## src/rtl/paged_seq_pkg.sv

```systemverilog
package paged_seq_pkg;

    typedef enum logic [1:0] {
        ST_IDLE  = 2'd0,
        ST_ISSUE = 2'd1,
        ST_WAIT  = 2'd2
    } seq_state_e;

    // Step order is behaviour: page select, window half, fixed high half.
    typedef enum logic [1:0] {
        STEP_PAGE = 2'd0,
        STEP_LOW  = 2'd1,
        STEP_HIGH = 2'd2
    } seq_step_e;

endpackage

```

## src/rtl/paged_seq_fields.sv

```systemverilog
module paged_seq_fields #(
    parameter int ADDR_W     = 32,
    parameter int PAGE_LSB   = 6,
    parameter int PAGE_W     = 10,
    parameter int LOWREG_LSB = 2,
    parameter int LOWREG_W   = 4
) (
    input  logic [ADDR_W-1:0]   addr,
    output logic [PAGE_W-1:0]   page,
    output logic [LOWREG_W-1:0] low_reg
);
    localparam int PAGE_MSB = PAGE_LSB + PAGE_W - 1;

    // Bits outside both fields carry no meaning for the sequence.
    logic unused_addr_bits;

    assign page    = addr[PAGE_MSB:PAGE_LSB];
    assign low_reg = addr[LOWREG_LSB +: LOWREG_W];
    assign unused_addr_bits = ^{addr[ADDR_W-1:PAGE_MSB+1], addr[LOWREG_LSB-1:0]};

endmodule

```

## src/rtl/paged_seq_step.sv

```systemverilog
module paged_seq_step
    import paged_seq_pkg::*;
#(
    parameter int DATA_W   = 32,
    parameter int REG_W    = 5,
    parameter int PAGE_W   = 10,
    parameter int LOWREG_W = 4,
    parameter int PAGE_REG = 31,
    parameter int HIGH_REG = 16
) (
    input  seq_step_e             step,
    input  logic                  is_write,
    input  logic [PAGE_W-1:0]     page,
    input  logic [LOWREG_W-1:0]   low_reg,
    input  logic [DATA_W-1:0]     wdata,
    output logic [REG_W-1:0]      reg_num,
    output logic                  wr,
    output logic [DATA_W/2-1:0]   data
);
    localparam int HALF_W = DATA_W / 2;

    always_comb begin
        case (step)
            STEP_PAGE: begin
                reg_num = REG_W'(PAGE_REG);
                wr      = 1'b1;
                data    = HALF_W'(page);
            end
            STEP_LOW: begin
                reg_num = REG_W'(low_reg);
                wr      = is_write;
                data    = is_write ? wdata[HALF_W-1:0] : '0;
            end
            default: begin
                reg_num = REG_W'(HIGH_REG);
                wr      = is_write;
                data    = is_write ? wdata[DATA_W-1:HALF_W] : '0;
            end
        endcase
    end

endmodule

```

## src/rtl/paged_reg_seq.sv

```systemverilog
module paged_reg_seq
    import paged_seq_pkg::*;
#(
    parameter int ADDR_W     = 32,
    parameter int DATA_W     = 32,
    parameter int PHY_W      = 5,
    parameter int REG_W      = 5,
    parameter int PAGE_LSB   = 6,
    parameter int PAGE_W     = 10,
    parameter int LOWREG_LSB = 2,
    parameter int LOWREG_W   = 4,
    parameter int PAGE_REG   = 31,
    parameter int HIGH_REG   = 16
) (
    input  logic                 clk,
    input  logic                 rst_n,
    input  logic [PHY_W-1:0]     cfg_phy_addr,
    input  logic                 req_valid,
    output logic                 req_ready,
    input  logic [ADDR_W-1:0]    req_addr,
    input  logic                 req_write,
    input  logic [DATA_W-1:0]    req_wdata,
    output logic                 rsp_done,
    output logic [DATA_W-1:0]    rsp_rdata,
    output logic                 rsp_err,
    output logic                 mg_valid,
    input  logic                 mg_ready,
    output logic [PHY_W-1:0]     mg_phy,
    output logic [REG_W-1:0]     mg_reg,
    output logic                 mg_write,
    output logic [DATA_W/2-1:0]  mg_wdata,
    input  logic                 mg_rsp_valid,
    input  logic [DATA_W/2-1:0]  mg_rsp_data,
    input  logic                 mg_rsp_err
);
    localparam int HALF_W = DATA_W / 2;

    typedef struct packed {
        seq_state_e            state;
        seq_step_e             step;
        logic                  is_write;
        logic [PHY_W-1:0]      phy;
        logic [PAGE_W-1:0]     page;
        logic [LOWREG_W-1:0]   low_reg;
        logic [DATA_W-1:0]     wdata;
        logic [DATA_W-1:0]     rdata;
        logic                  done;
        logic                  err;
    } seq_regs_t;

    seq_regs_t seq_d, seq_q;

    logic [PAGE_W-1:0]   dec_page;
    logic [LOWREG_W-1:0] dec_low;

    paged_seq_fields #(
        .ADDR_W     (ADDR_W),
        .PAGE_LSB   (PAGE_LSB),
        .PAGE_W     (PAGE_W),
        .LOWREG_LSB (LOWREG_LSB),
        .LOWREG_W   (LOWREG_W)
    ) u_fields (
        .addr    (req_addr),
        .page    (dec_page),
        .low_reg (dec_low)
    );

    paged_seq_step #(
        .DATA_W   (DATA_W),
        .REG_W    (REG_W),
        .PAGE_W   (PAGE_W),
        .LOWREG_W (LOWREG_W),
        .PAGE_REG (PAGE_REG),
        .HIGH_REG (HIGH_REG)
    ) u_step (
        .step     (seq_q.step),
        .is_write (seq_q.is_write),
        .page     (seq_q.page),
        .low_reg  (seq_q.low_reg),
        .wdata    (seq_q.wdata),
        .reg_num  (mg_reg),
        .wr       (mg_write),
        .data     (mg_wdata)
    );

    always_comb begin
        seq_d      = seq_q;
        seq_d.done = 1'b0;
        case (seq_q.state)
            ST_IDLE: begin
                if (req_valid) begin
                    seq_d.state    = ST_ISSUE;
                    seq_d.step     = STEP_PAGE;
                    seq_d.is_write = req_write;
                    seq_d.phy      = cfg_phy_addr;
                    seq_d.page     = dec_page;
                    seq_d.low_reg  = dec_low;
                    seq_d.wdata    = req_wdata;
                    seq_d.rdata    = '0;
                    seq_d.err      = 1'b0;
                end
            end
            ST_ISSUE: begin
                if (mg_ready) begin
                    seq_d.state = ST_WAIT;
                end
            end
            ST_WAIT: begin
                if (mg_rsp_valid) begin
                    if (mg_rsp_err) begin
                        seq_d.state = ST_IDLE;
                        seq_d.done  = 1'b1;
                        seq_d.err   = 1'b1;
                        seq_d.rdata = '0;
                    end else begin
                        if (!seq_q.is_write && seq_q.step == STEP_LOW) begin
                            seq_d.rdata[HALF_W-1:0] = mg_rsp_data;
                        end
                        if (!seq_q.is_write && seq_q.step == STEP_HIGH) begin
                            seq_d.rdata[DATA_W-1:HALF_W] = mg_rsp_data;
                        end
                        if (seq_q.step == STEP_HIGH) begin
                            seq_d.state = ST_IDLE;
                            seq_d.done  = 1'b1;
                        end else begin
                            seq_d.state = ST_ISSUE;
                            seq_d.step  = seq_step_e'(seq_q.step + 2'd1);
                        end
                    end
                end
            end
            default: seq_d.state = ST_IDLE;
        endcase
    end

    always_ff @(posedge clk or negedge rst_n) begin
        if (!rst_n) begin
            seq_q <= '0;
        end else begin
            seq_q <= seq_d;
        end
    end

    assign req_ready = (seq_q.state == ST_IDLE);
    assign mg_valid  = (seq_q.state == ST_ISSUE);
    assign mg_phy    = seq_q.phy;
    assign rsp_done  = seq_q.done;
    assign rsp_rdata = seq_q.rdata;
    assign rsp_err   = seq_q.err;

endmodule

```

## config.mk

```make
export PLATFORM = sky130hd
export DESIGN_NAME = paged_reg_seq
export DESIGN_NICKNAME = d
export VERILOG_FILES = /design/src/rtl/paged_seq_pkg.sv /design/src/rtl/paged_seq_fields.sv /design/src/rtl/paged_seq_step.sv /design/src/rtl/paged_reg_seq.sv
export SDC_FILE = /design/constraint.sdc
export NUM_CORES = 1
export LEC_CHECK = 0
export ABC_CLOCK_PERIOD_IN_PS = 1800
export BUFFER_PORTS_ARGS = -buffer_cell sky130_fd_sc_hd__clkbuf_2
export CAP_MARGIN = 25
export CORE_MARGIN = 8
export CORE_UTILIZATION = 35
export DETAILED_ROUTE_END_ITERATION = 12
export SLEW_MARGIN = 0
export SYNTH_ARGS = -nofsm -noshare
export SYNTH_HDL_FRONTEND = slang
export SYNTH_SLANG_ARGS = --single-unit
```

## constraint.sdc

```tcl
create_clock -name clk -period 1.8 [get_ports clk]
set_input_delay 0.27 -clock clk [delete_from_list [all_inputs] [get_ports clk]]
set_output_delay 0.27 -clock clk [all_outputs]
set_load 0.01 [all_outputs]
```

## Word-level counts from Yosys, hierarchy flattened

Cells that the tools add are included.

| operators by class | value |
|---|---|
| bitwise logic cells | 0 |
| $mul | 0 |
| $add $sub $neg | 1 |
| reductions and logical operators | 12 |
| shifts and indexed selects | 0 |
| muxes and demuxes | 24 |
| equal/unequal tests | 12 |
| magnitude comparators | 0 |
| divide/modulo/power cells | 0 |

Operator list:

| cell | number |
|---|---|
| $mux 88 | 1 |
| $mux 16 | 4 |
| $pmux 32 s2 | 1 |
| $mux 34 | 1 |
| $mux 33 | 1 |
| $pmux 16 s2 | 1 |
| $reduce_and 4->1 | 3 |
| $ne 2x2->1 const B | 5 |
| $pmux 5 s2 | 1 |
| $mux 1 | 7 |
| $mux 2 | 3 |
| $ne 3x3->1 const B | 2 |
| $pmux 2 s3 | 1 |
| $reduce_and 5->1 | 1 |
| $eq 2x1->1 const B | 2 |
| $eq 2x2->1 const B | 2 |
| $logic_not 2->1 | 2 |
| $mux 4 | 1 |
| $pmux 2 s2 | 1 |
| $reduce_and 3->1 | 1 |
| $add 2x1->2 const B | 1 |
| $logic_and 1x1->1 | 2 |
| $ne 2x1->1 const B | 1 |
| $pmux 1 s2 | 1 |
| other kinds (3) | 3 |

| storage, ports and cells | value |
|---|---|
| output and inout port bits | 63 |
| latch bits | 0 |
| memory bits (writable) | 0 |
| word-level logic and storage cells | 60 |
| bits of input ports | 92 |
| memories kept | 0 |
| bits in read-only memories | 0 |
| register bits | 90 |

## Logic depth before layout (Yosys ltp)

Gate-level depths: netlist of run 1.

| depth | value |
|---|---|
| depth in word-level cells | 6 |
| mapped depth | 7 |
| depth with buffers taken out | 5 |

## Modules after synthesis

From an unflattened synthesis of run 1, not the netlist that was laid out.

| unflattened totals | value |
|---|---|
| cell total of the unflattened synthesis | 355 |
| area, all modules | 4631.9 µm² |

By module, submodules not included:

| module | instances | cells an instance | seq. area each (µm²) | area an instance (µm²) |
|---|---|---|---|---|
| paged_reg_seq | 1 | 273 | 2252.2 | 4031.4 |
| paged_seq_step | 1 | 68 | 0.0 | 495.5 |
| paged_seq_fields | 1 | 14 | 0.0 | 105.1 |

## Worst setup path before layout of run 1

Ideal clock, no wire load.

| path | value |
|---|---|
| kind | reg2reg |
| from | register seq_q[87] in the netlist's numbering |
| to | register seq_q (netlist bit rsp_rdata[10]) |
| slack | 0.017 ns |
| setup time | 0.125 ns |
| data required time | 1.675 ns |
| arrival | 1.658 ns |
| period minus slack after synthesis | 1.783 ns |
| cell stages (with the launch flop) | 7 |
| path buffers | 1 |
| cell sequence | dfrtp_1 -> inv_1 -> ha_1 -> nand2b_1 -> a221oi_4 -> buf_8 -> mux2_4 |

| between the ends | value |
|---|---|
| longest elaborated chain between the ends | 4 |

Ends and longest elaborated chain:

| what | RTL line | text |
|---|---|---|
| start, declared | paged_reg_seq.sv:51 | `seq_regs_t seq_d, seq_q;` |
| start signal, assigned | paged_reg_seq.sv:140 | `seq_q <= seq_d;` |
| $eq 2x1->1 | paged_reg_seq.sv:116 | `if (!seq_q.is_write && seq_q.step == STEP_LOW) begin` |
| $logic_and 1x1->1 | paged_reg_seq.sv:116 |  |
| $ne 3x3->1 (no source line) | - |  |
| $reduce_and 4->1 (no source line) | - |  |

No other way between the ends.
A chain may end at the register's enable or synchronous reset.

## Worst setup path after layout of run 1

| path | value |
|---|---|
| from | register seq_q[87] in the netlist's numbering |
| to | output port mg_wdata[4] |

| between the ends | value |
|---|---|
| longest elaborated chain between the ends | 2 |
| elaborated cells between the ends (all ways) | 3 |
| classes of those cells | 1 x eq/ne; 1 x mux; 1 x reduce/logical |

Ends and longest elaborated chain:

| what | RTL line | text |
|---|---|---|
| $eq 2x1->1 or $logic_not 2->1 (tied branches) | paged_seq_step.sv:23 | `case (step)` |
| $pmux 16 s2 (*) | paged_seq_step.sv:23 |  |
| end, declared | paged_reg_seq.sv:31 | `output logic [DATA_W/2-1:0] mg_wdata,` |

Mark *: on every way between the ends. The rest lies on a longest branch, timed or not.

==> results of run 1 <==
through the flow:
| stage | hold WS [ns] | total power, mW |
|---|---|---|
| after floorplan | -0.0256 | 5.80 |
| after global placement | 0.180 | 7.06 |
| after detailed placement | 0.182 | 7.15 |
| after CTS | 0.135 | 9.73 |
| after global routing | 0.142 | 10.5 |
| final | 0.145 | 9.80 |
how the worst min path moves through the flow:
stage / from / endpoint / slack [ns]
CTS: req_wdata[12] / seq_q[46] / 0.13
floorplan: rst_n / mg_phy[0] / -0.03
global placement: rst_n / seq_q[88] / 0.18
finish: req_wdata[12] / seq_q[46] / 0.15
global route: req_wdata[8] / seq_q[42] / 0.14
detailed placement: rst_n / seq_q[88] / 0.18
routing by layer:
metal	share of wire, %	routed length, um
met2	48	5110
met3	9.8	1030
met1	40	4270
met5	0	0
met4	1.4	152
critical path, cell delays in order (launching register included):
cell and delay [ns]:
dfrtp_1 0.37, inv_2 0.08, buf_12 0.13, ha_4 0.21
buf_12 0.14, buf_16 0.12, a22o_1 0.23, buf_2 0.14
repair_timing:
action / in CTS / in global routing
setup buffers: 6 / 4
endpoints found under the setup margin: 37 / 45
pin swaps: 3 / 7
hold buffers: 1 / 0
gates cloned: 3 / 0
resized for setup: 28 / 29
hold endpoints to repair: 18 / 0
Yosys cell counts, types with 3 or more instances:
library cell | count | share of area, %
nor2b_1 | 7 | 0.99
inv_1 | 5 | 0.42
a22oi_1 | 4 | 0.68
ha_1 | 4 | 1.1
a31o_2 | 4 | 0.79
and2_1 | 16 | 2.3
a22o_1 | 11 | 2.2
nor3b_1 | 3 | 0.51
mux2_1 | 8 | 2.0
mux2_4 | 20 | 6.8
nand2b_1 | 13 | 1.8
dfrtp_1 | 90 | 51
nand2_1 | 10 | 0.85
buf_2 | 7 | 0.79
a21oi_1 | 4 | 0.45
nor2_1 | 5 | 0.42
mux2_2 | 57 | 14
buf_4 | 37 | 6.3
clkbuf_1 | 8 | 0.68
o21ai_0 | 10 | 1.1
area by class of cell:
class | instances | area, um2 | area share (%)
Multi-Input combinational cell | 189 | 1900 | 32.7
Clock buffer | 11 | 233 | 4.00
Sequential cell | 90 | 2250 | 38.7
Timing Repair Buffer | 168 | 1140 | 19.7
Tap cell | 172 | 215 | 3.70
Inverter | 5 | 18.8 | 0.322
Clock inverter | 5 | 55.1 | 0.945
sequential cells by signal, indices dropped and copies added, names as in the netlist:
register and cells:
rsp_done 1, rsp_err 1, seq_q 51, mg_phy 5, rsp_rdata 32
power groups by stage:
stage	clock network [mW]	logic [mW]	registers (mW)
after floorplan	0	2.77	3.03
after CTS	1.91	4.67	3.15
after detailed placement	0	3.99	3.16
after global placement	0	3.94	3.12
final	1.83	4.80	3.16
after global routing	1.99	5.21	3.26
cell families (layout without fill, tap and decap cells):
kind of cell | count (synthesis) | count (layout)
flip-flops | 90 | 90
AND/OR/NAND/NOR | 62 | 62
multiplexers | 86 | 86
AO/OA/AOI/OAI | 37 | 37
buffers and inverters | 60 | 189
adder cells (fa/ha/maj) | 4 | 4
==> flow_metrics.tcl, run 1 <==
set metrics [dict create \
    status "finished with violations" \
    violations "setup timing" \
    synth_compound_area_share_pct 6.72 \
    ys_seq_area_share_pct 50.8 \
    final_nets 559 \
    grt_setup_unrepaired "yes" \
    drive_gt1_share_pct 61.8 \
    cp.arrival_ns 1.76 \
    hold_violations 0 \
    rr_worst_depth 6 \
    hold_path_class "in -> reg" \
    ir_drop_mv 0.493 \
    synth_seq_cells 90 \
    core_um2 12500 \
    grtUsageMet3_pct 6.08 \
    rows 41 \
    power_density_nw_per_um2 1680 \
    crit_path_end_kind "primary output" \
    final_cells 640 \
    worstSetupEndpoint "mg_wdata[4]" \
    met2_usage_pct 22.6 \
    synthAdderAreaFrac_pct 1.13 \
    htreeDepth 3 \
    tightest_slew_ns 0.316 \
    intPower_mw 6.53 \
    initial_core_util_pct 35.5 \
    vias_per_cell 4.58 \
    holdPathStages 2 \
    fin_ws_ns -0.230 \
    drt_iter0_drc 55 \
    clock_skew_ns 0.00447 \
    synth_edf_count 0 \
    numCtsBuffers 9 \
    yosys.area_share.simple_pct 8.67 \
    grt-ovfl-total 0 \
    n_fill_cell 1139 \
    p_switching_mw 3.26 \
    via_count 2934 \
    fp.dieH_um 128 \
    slew_viol_final 0 \
    combPwrFrac_pct 49.0 \
    cts-root-buf "clkbuf_16" \
    drc 0 \
    place_ws_ns -0.0507 \
    max_freq_ghz 0.493 \
    cts_buffer_depth 2 \
    r2r-start "seq_q[86]" \
    synth-async-reset-ratio_pct 100 \
    required_ns 1.53 \
    timing.final.crit_share_pct 113 \
    syn-cell-area_um2 4430 \
    drt_wl_total_um 10600 \
    reg2reg_setup_slack_ns -0.03 \
    cts.sinks 90 \
    p_clk_share_pct 18.7 \
    dieArea_um2 16500 \
    grtUsageTotal_pct 13.5 \
    switching_share_pct 33.3 \
    synth_top_family_by_area "multiplexers" \
    design_area_um2 5820 \
    clk_pin_slew_worst_paths_ns 0.06 \
    drtAntennaViolNets 0 \
    maxCapViolCount 0 \
    final_common_cell "clkbuf_2" \
    gp_congestion 0.735 \
    reg2reg_to "rsp_rdata[17]" \
    area_growth_pct 31.5 \
    grt.busiest_layer "met2" \
    die_w_um 128 \
    grt_pass1_wl_um 17200 \
    num_antenna_cells 0 \
    dp_hpwl_um 7500 \
    cts_tree "built" \
    post-place-cells 612 \
    use_met1_pct 14.8 \
    critPathMaxFanout 6 \
    syn_nets 435 \
    slew_headroom_pct 78.9 \
    synthDistinctLibCells 34 \
    grt_max_degree 53 \
    avgSynthCellArea_um2 13.1 \
    synthCells 339 \
    muxShareOfSynthArea_pct 23.5 \
    crit_type "reg -> out" \
    grt_pass1_vias 3385 \
    setup_violations 27 \
    layout_common_cells "clkbuf_2 (123), dfrtp_1 (90), mux2_2 (57)" \
    port_buffers 136 \
    placed_cell_area_um2 5170 \
    worstSkewPairLatency_ns 0.34 \
    ys.flop_type "dfrtp_1" \
    fin_setup_tns_ns -4.00 \
    io_pins 155 \
    wl_per_cell_um 16.5 \
    start_kind "register" \
    drtPass1Iterations 5 \
    antenna_found_initial 0 \
    seqPwrFrac_pct 32.3 \
    critPathLaunch "seq_q[87]" \
    fin_util_pct 46.7 \
    yosys.area_share.xor_xnor_pct 0 \
    yosys_warnings 0 \
    fin_crit_ns 2.03 \
    power.leakage_nw 2.81 \
]
(Power assumes the default switching activity.)
==> inputs of run 2 (changes only) <==
SYNTH_HIERARCHICAL = 1   (was default)
TNS_END_PERCENT = 30   (was default)
==> flow_metrics.tcl, run 2 <==
set metrics [dict create \
    grtUsageTotal_pct 12.9 \
    gp_congestion 0.804 \
    maxCapViolCount 0 \
    cts-root-buf "clkbuf_16" \
    fin_setup_tns_ns -1.33 \
    ir_drop_mv 0.480 \
    cts_tree "built" \
    post-synth-top-count-cell "dfrtp_1" \
    core_um2 13100 \
    wl_per_cell_um 17.5 \
    fin_crit_ns 1.89 \
    fp.dieH_um 131 \
    whs_ns 0.152 \
    setup_violations 32 \
    required_ns 1.53 \
    drt_iter0_drc 82 \
    num_antenna_cells 0 \
    tightest_slew_ns 0.540 \
    grt_max_degree 36 \
    grt_pass1_wl_um 16700 \
    slew_viol_final 0 \
    via_count 3017 \
    initial_core_util_pct 35.4 \
    synth-async-reset-ratio_pct 100 \
    design_area_um2 5810 \
    synthTopCellsByCount "dfrtp_1 (90), mux2_2 (64), buf_4 (59)" \
    synthDistinctLibCells 33 \
    yosys_warnings 6 \
    die_w_um 131 \
    status "finished with violations" \
    worstSkewPairLatency_ns 0.34 \
    area_growth_pct 25.3 \
    hold_violations 0 \
    rows 42 \
    cp.arrival_ns 1.62 \
    power.leakage_nw 2.91 \
    max_freq_ghz 0.529 \
    drt_wl_total_um 11200 \
    critPathMaxFanout 11 \
    io_pins 155 \
    htreeDepth 3 \
    syn-cell-area_um2 4630 \
    fin_ws_ns -0.0916 \
    drive_gt1_share_pct 60.6 \
    yosys.area.top_type "dfrtp_1" \
    cts_buffer_depth 2 \
    numCtsBuffers 9 \
    ys.flop_type "dfrtp_1" \
    start_kind "register" \
    placed_cell_area_um2 5180 \
    synth_seq_cells 90 \
    syn_nets 450 \
    crit_path_end_kind "primary output" \
    antenna_found_initial 2 \
    clk_pin_slew_worst_paths_ns 0.06 \
    power_density_nw_per_um2 1550 \
    drc 0 \
    layout_common_cells "clkbuf_2 (131), dfrtp_1 (88), mux2_2 (52)" \
    cts.sinks 90 \
    avgSynthCellArea_um2 13.0 \
    timing.final.crit_share_pct 105 \
    violations "setup timing" \
    drtAntennaViolNets 0 \
    ys_seq_area_share_pct 48.6 \
    grt_pass1_vias 3251 \
    n_fill_cell 1239 \
    ys_top_cells_by_area "dfrtp_1 (49%), mux2_2 (16%), buf_4 (9.6%)" \
    synth_edf_count 0 \
    dieArea_um2 17200 \
    hold_path_class "in -> reg" \
    dp_hpwl_um 7560 \
    drtPass1Iterations 4 \
    synth_top_area_share_pct 48.6 \
    grt-ovfl-total 0 \
    slew_headroom_pct 64.0 \
    grt_setup_unrepaired "yes" \
    vias_per_cell 4.71 \
    final_nets 554 \
    crit_type "reg -> out" \
    clock_skew_ns 0.00692 \
    place_ws_ns 0.0381 \
    largest_register_ffs 51 \
    synthCells 355 \
    regMostFlops "seq_q" \
    final_common_cell "clkbuf_2" \
    port_buffers 136 \
]
[run 2: cell count changes after synthesis, moves of 8 or more]
cell	previous run	this run
mux2_1	8	0
o21ai_0	10	1
and4b_1	0	10
a22o_1	11	0
buf_4	37	59
and3_1	0	10
a211o_1	0	10
[run 2: cell families after synthesis]
group / Yosys count / synth area share (%)
AO/OA/AOI/OAI: 28 / 5.21
adder cells (fa/ha/maj): 3 / 0.810
buffers and inverters: 78 / 12.6
flip-flops: 90 / 48.6
multiplexers: 86 / 22.5
AND/OR/NAND/NOR: 70 / 10.2
[run 2: final timing paths]
| kind | start | end | slack [ns] | depth (start not counted) |
|---|---|---|---|---|
| min in group asynchronous | rst_n | rsp_rdata[20] | 0.43 | 2 |
| hold reg to reg | seq_q[56] | seq_q[56] | 0.50 | 1 |
| max in group asynchronous | rst_n | seq_q[87] | 0.84 | 3 |
| hold / removal | mg_ready | seq_q[89] | 0.15 | 3 |
| setup reg to reg | seq_q[87] | rsp_rdata[7] | -0.05 | 7 |
| setup / recovery | seq_q[86] | mg_wdata[0] | -0.09 | 6 |
[run 2: per-stage QoR]
stage / std cells / power, mW / utilization (%)
after CTS: 635 / 8.84 / 43.1
after global placement: 611 / 6.52 / 39.6
final: 640 / 8.97 / 44.4
after global routing: 640 / 9.51 / 44.4
after floorplan: 355 / 5.68 / -
after detailed placement: 611 / 6.60 / 39.6
[run 2: per-layer routing]
metal,global-route usage (%),up-vias,wire [um]
met5,0,-,26
met4,6.35,4,198
li1,-,1384,-
met2,20.4,98,5250
met1,14.9,1514,4710
met3,5.03,17,1020
[run 2: what timing repair did]
item,CTS,global route
hold buffers,1,0
gates cloned,1,3
hold endpoints to repair,32,0
buffers inserted,6,4
endpoints found under the setup margin,17,52
gates resized for setup,17,31
pin swaps,8,5
[run 2: worst max-delay path, stage by stage, from the launching register on]
cell and delay, ns:
dfrtp_1 0.39, buf_6 0.15, buf_12 0.13, nor2_4 0.04, buf_8 0.14, a211o_1 0.29
clkbuf_2 0.14
[run 2: where the power goes]
| part | internal, mW | leakage (nW) | total, mW | switching [mW] |
|---|---|---|---|---|
| combinational | 2.15 | 1.63 | 3.90 | 1.75 |
| sequential | 2.74 | 1.13 | 3.14 | 0.398 |
| clock | 1.15 | 0.145 | 1.93 | 0.779 |
| total | 6.05 | 2.91 | 8.97 | 2.93 |
[run 2: area by class of cell]
type,count,area (um2),share of cell area (%)
Sequential cell,90,2250,38.8
Multi-Input combinational cell,187,1910,32.9
Timing Repair Buffer,164,1080,18.7
Clock buffer,12,256,4.42
Tap cell,176,220,3.79
Clock inverter,4,50.0,0.862
Inverter,7,31.3,0.539
==> inputs of run 3 (changes only) <==
CORE_UTILIZATION = 30   (was 35)
==> flow_metrics.tcl, run 3 (synthesized netlist as in run 2, its figures left out) <==
set metrics [dict create \
    cts_tree "built" \
    grt-ovfl-total 0 \
    crit_type "reg -> out" \
    ff_latch_area_um2 2250 \
    drt_wl_total_um 11800 \
    power_density_nw_per_um2 1580 \
    fin_ws_ns -0.0646 \
    critical_path.slowest_cell "dfrtp_2" \
    drt_iter0_drc 98 \
    grtUsageTotal_pct 12.4 \
    drtPass1Iterations 4 \
    dp_hpwl_um 7870 \
    via_count 2982 \
    power.leakage_nw 2.91 \
    final_nets 554 \
    final_common_cell "clkbuf_2" \
    required_ns 1.53 \
    antenna_found_initial 2 \
    die_w_um 140 \
    numCtsBuffers 9 \
    whs_ns 0.151 \
    grt_setup_unrepaired "yes" \
    path_cells "buf_12 -> nor2_4 -> buf_8 -> a211o_1 -> clkbuf_2" \
    cts-root-buf "clkbuf_16" \
    gp_congestion 0.721 \
    dieArea_um2 19700 \
    critPathMaxFanout 18 \
    power_mw 9.21 \
    fp.dieH_um 140 \
    num_antenna_cells 0 \
    rows 45 \
    wl_per_cell_um 18.0 \
    timing.final.crit_share_pct 104 \
    ir_drop_mv 0.480 \
    max_stage_delay_ns 0.43 \
    fin_util_pct 38.6 \
    area_growth_pct 26.1 \
    clock_skew_ns 0.00342 \
    slew_viol_final 0 \
    violations "setup timing" \
    regMostFlops "seq_q" \
    critPathTopFamily "buffers and inverters" \
    grt_pass1_wl_um 18700 \
    multi_input_area_um2 1900 \
    path_buf_inv 3 \
    hold_path_class "in -> reg" \
    n_fill_cell 1488 \
    io_pins 155 \
    reg2reg_setup_slack_ns -0.05 \
    largest_register_ffs 51 \
    drc 0 \
    grt_pass1_vias 3406 \
    maxCapViolCount 0 \
    hold_violations 0 \
    layout_common_cells "clkbuf_2 (131), dfrtp_1 (88), mux2_2 (52)" \
    cts_buffer_depth 2 \
    cp.arrival_ns 1.59 \
    htreeDepth 3 \
    fin_setup_tns_ns -0.965 \
    fin_crit_ns 1.86 \
    status "finished with violations" \
    cts.sinks 90 \
    worstSkewPairLatency_ns 0.34 \
    port_buffers 136 \
    slew_headroom_pct 64.9 \
    start_kind "register" \
    crit_path_end_kind "primary output" \
    vias_per_cell 4.57 \
    initial_core_util_pct 30.6 \
    grt_max_degree 53 \
    drtAntennaViolNets 0 \
    drive_gt1_share_pct 60.3 \
    core_um2 15100 \
    place_ws_ns 0.00994 \
    setup_violations 34 \
    clk_pin_slew_worst_paths_ns 0.06 \
    tightest_slew_ns 0.527 \
    max_freq_ghz 0.536 \
]
[run 3: worst reg2reg max path, stage by stage (launching register included)]
cell,delay (ns)
dfrtp_2,0.46
buf_6,0.14
inv_4,0.05
ha_4,0.14
nand2b_4,0.06
a221oi_4,0.27
buf_4,0.17
buf_12,0.13
mux2_4,0.31
[run 3: cell type report]
type / instances / share of cell area (%)
clock inverters: 5 / 1.33
flip-flops and latches: 90 / 38.6
repair buffers: 164 / 18.8
clock buffers: 11 / 4.16
multi-input cells: 187 / 32.5
well taps: 188 / 4.03
inverters: 7 / 0.535
[run 3: repair_timing]
action                                 4_1_cts  5_1_grt
endpoints found under the hold margin       28        0
cloned                                       3        1
pin swaps                                    6        6
setup endpoints to repair                   17       52
resized for setup                           30       22
hold buffers                                 1        0
setup buffers                               11        2
[run 3: path summary, 6_finish.rpt]
kind                                 end       startpoint  depth (start not counted)
setup / recovery             mg_wdata[1]        seq_q[87]                          5
hold / removal                 mg_phy[4]  cfg_phy_addr[4]                          2
hold reg to reg                seq_q[51]        seq_q[51]                          1
setup reg to reg           rsp_rdata[26]        seq_q[86]                          8
min in group asynchronous      seq_q[64]            rst_n                          2
max in group asynchronous      seq_q[78]            rst_n                          3
[run 3: metrics by stage]
stage / std cells / cell area [um2]
after floorplan: 355 / 4630
after global placement: 620 / 5140
after detailed placement: 620 / 5140
after CTS: 651 / 5770
after global routing: 652 / 5840
final: 652 / 5840
[run 3: power by group]
part           switching (mW)  total (mW)  leakage (nW)  internal (mW)
clock network           0.800        2.05         0.156           1.25
registers               0.409        3.15          1.13           2.74
logic                    1.80        4.01          1.63           2.21
total                    3.01        9.21          2.91           6.20
[run 3: layer usage]
layer	global-route usage, %	vias up	part of all wire [%]
li1	-	1392	-
met4	5.31	4	1.9
met5	0	-	0.23
met1	14.1	1476	42
met3	4.59	17	7.5
met2	20.4	93	48
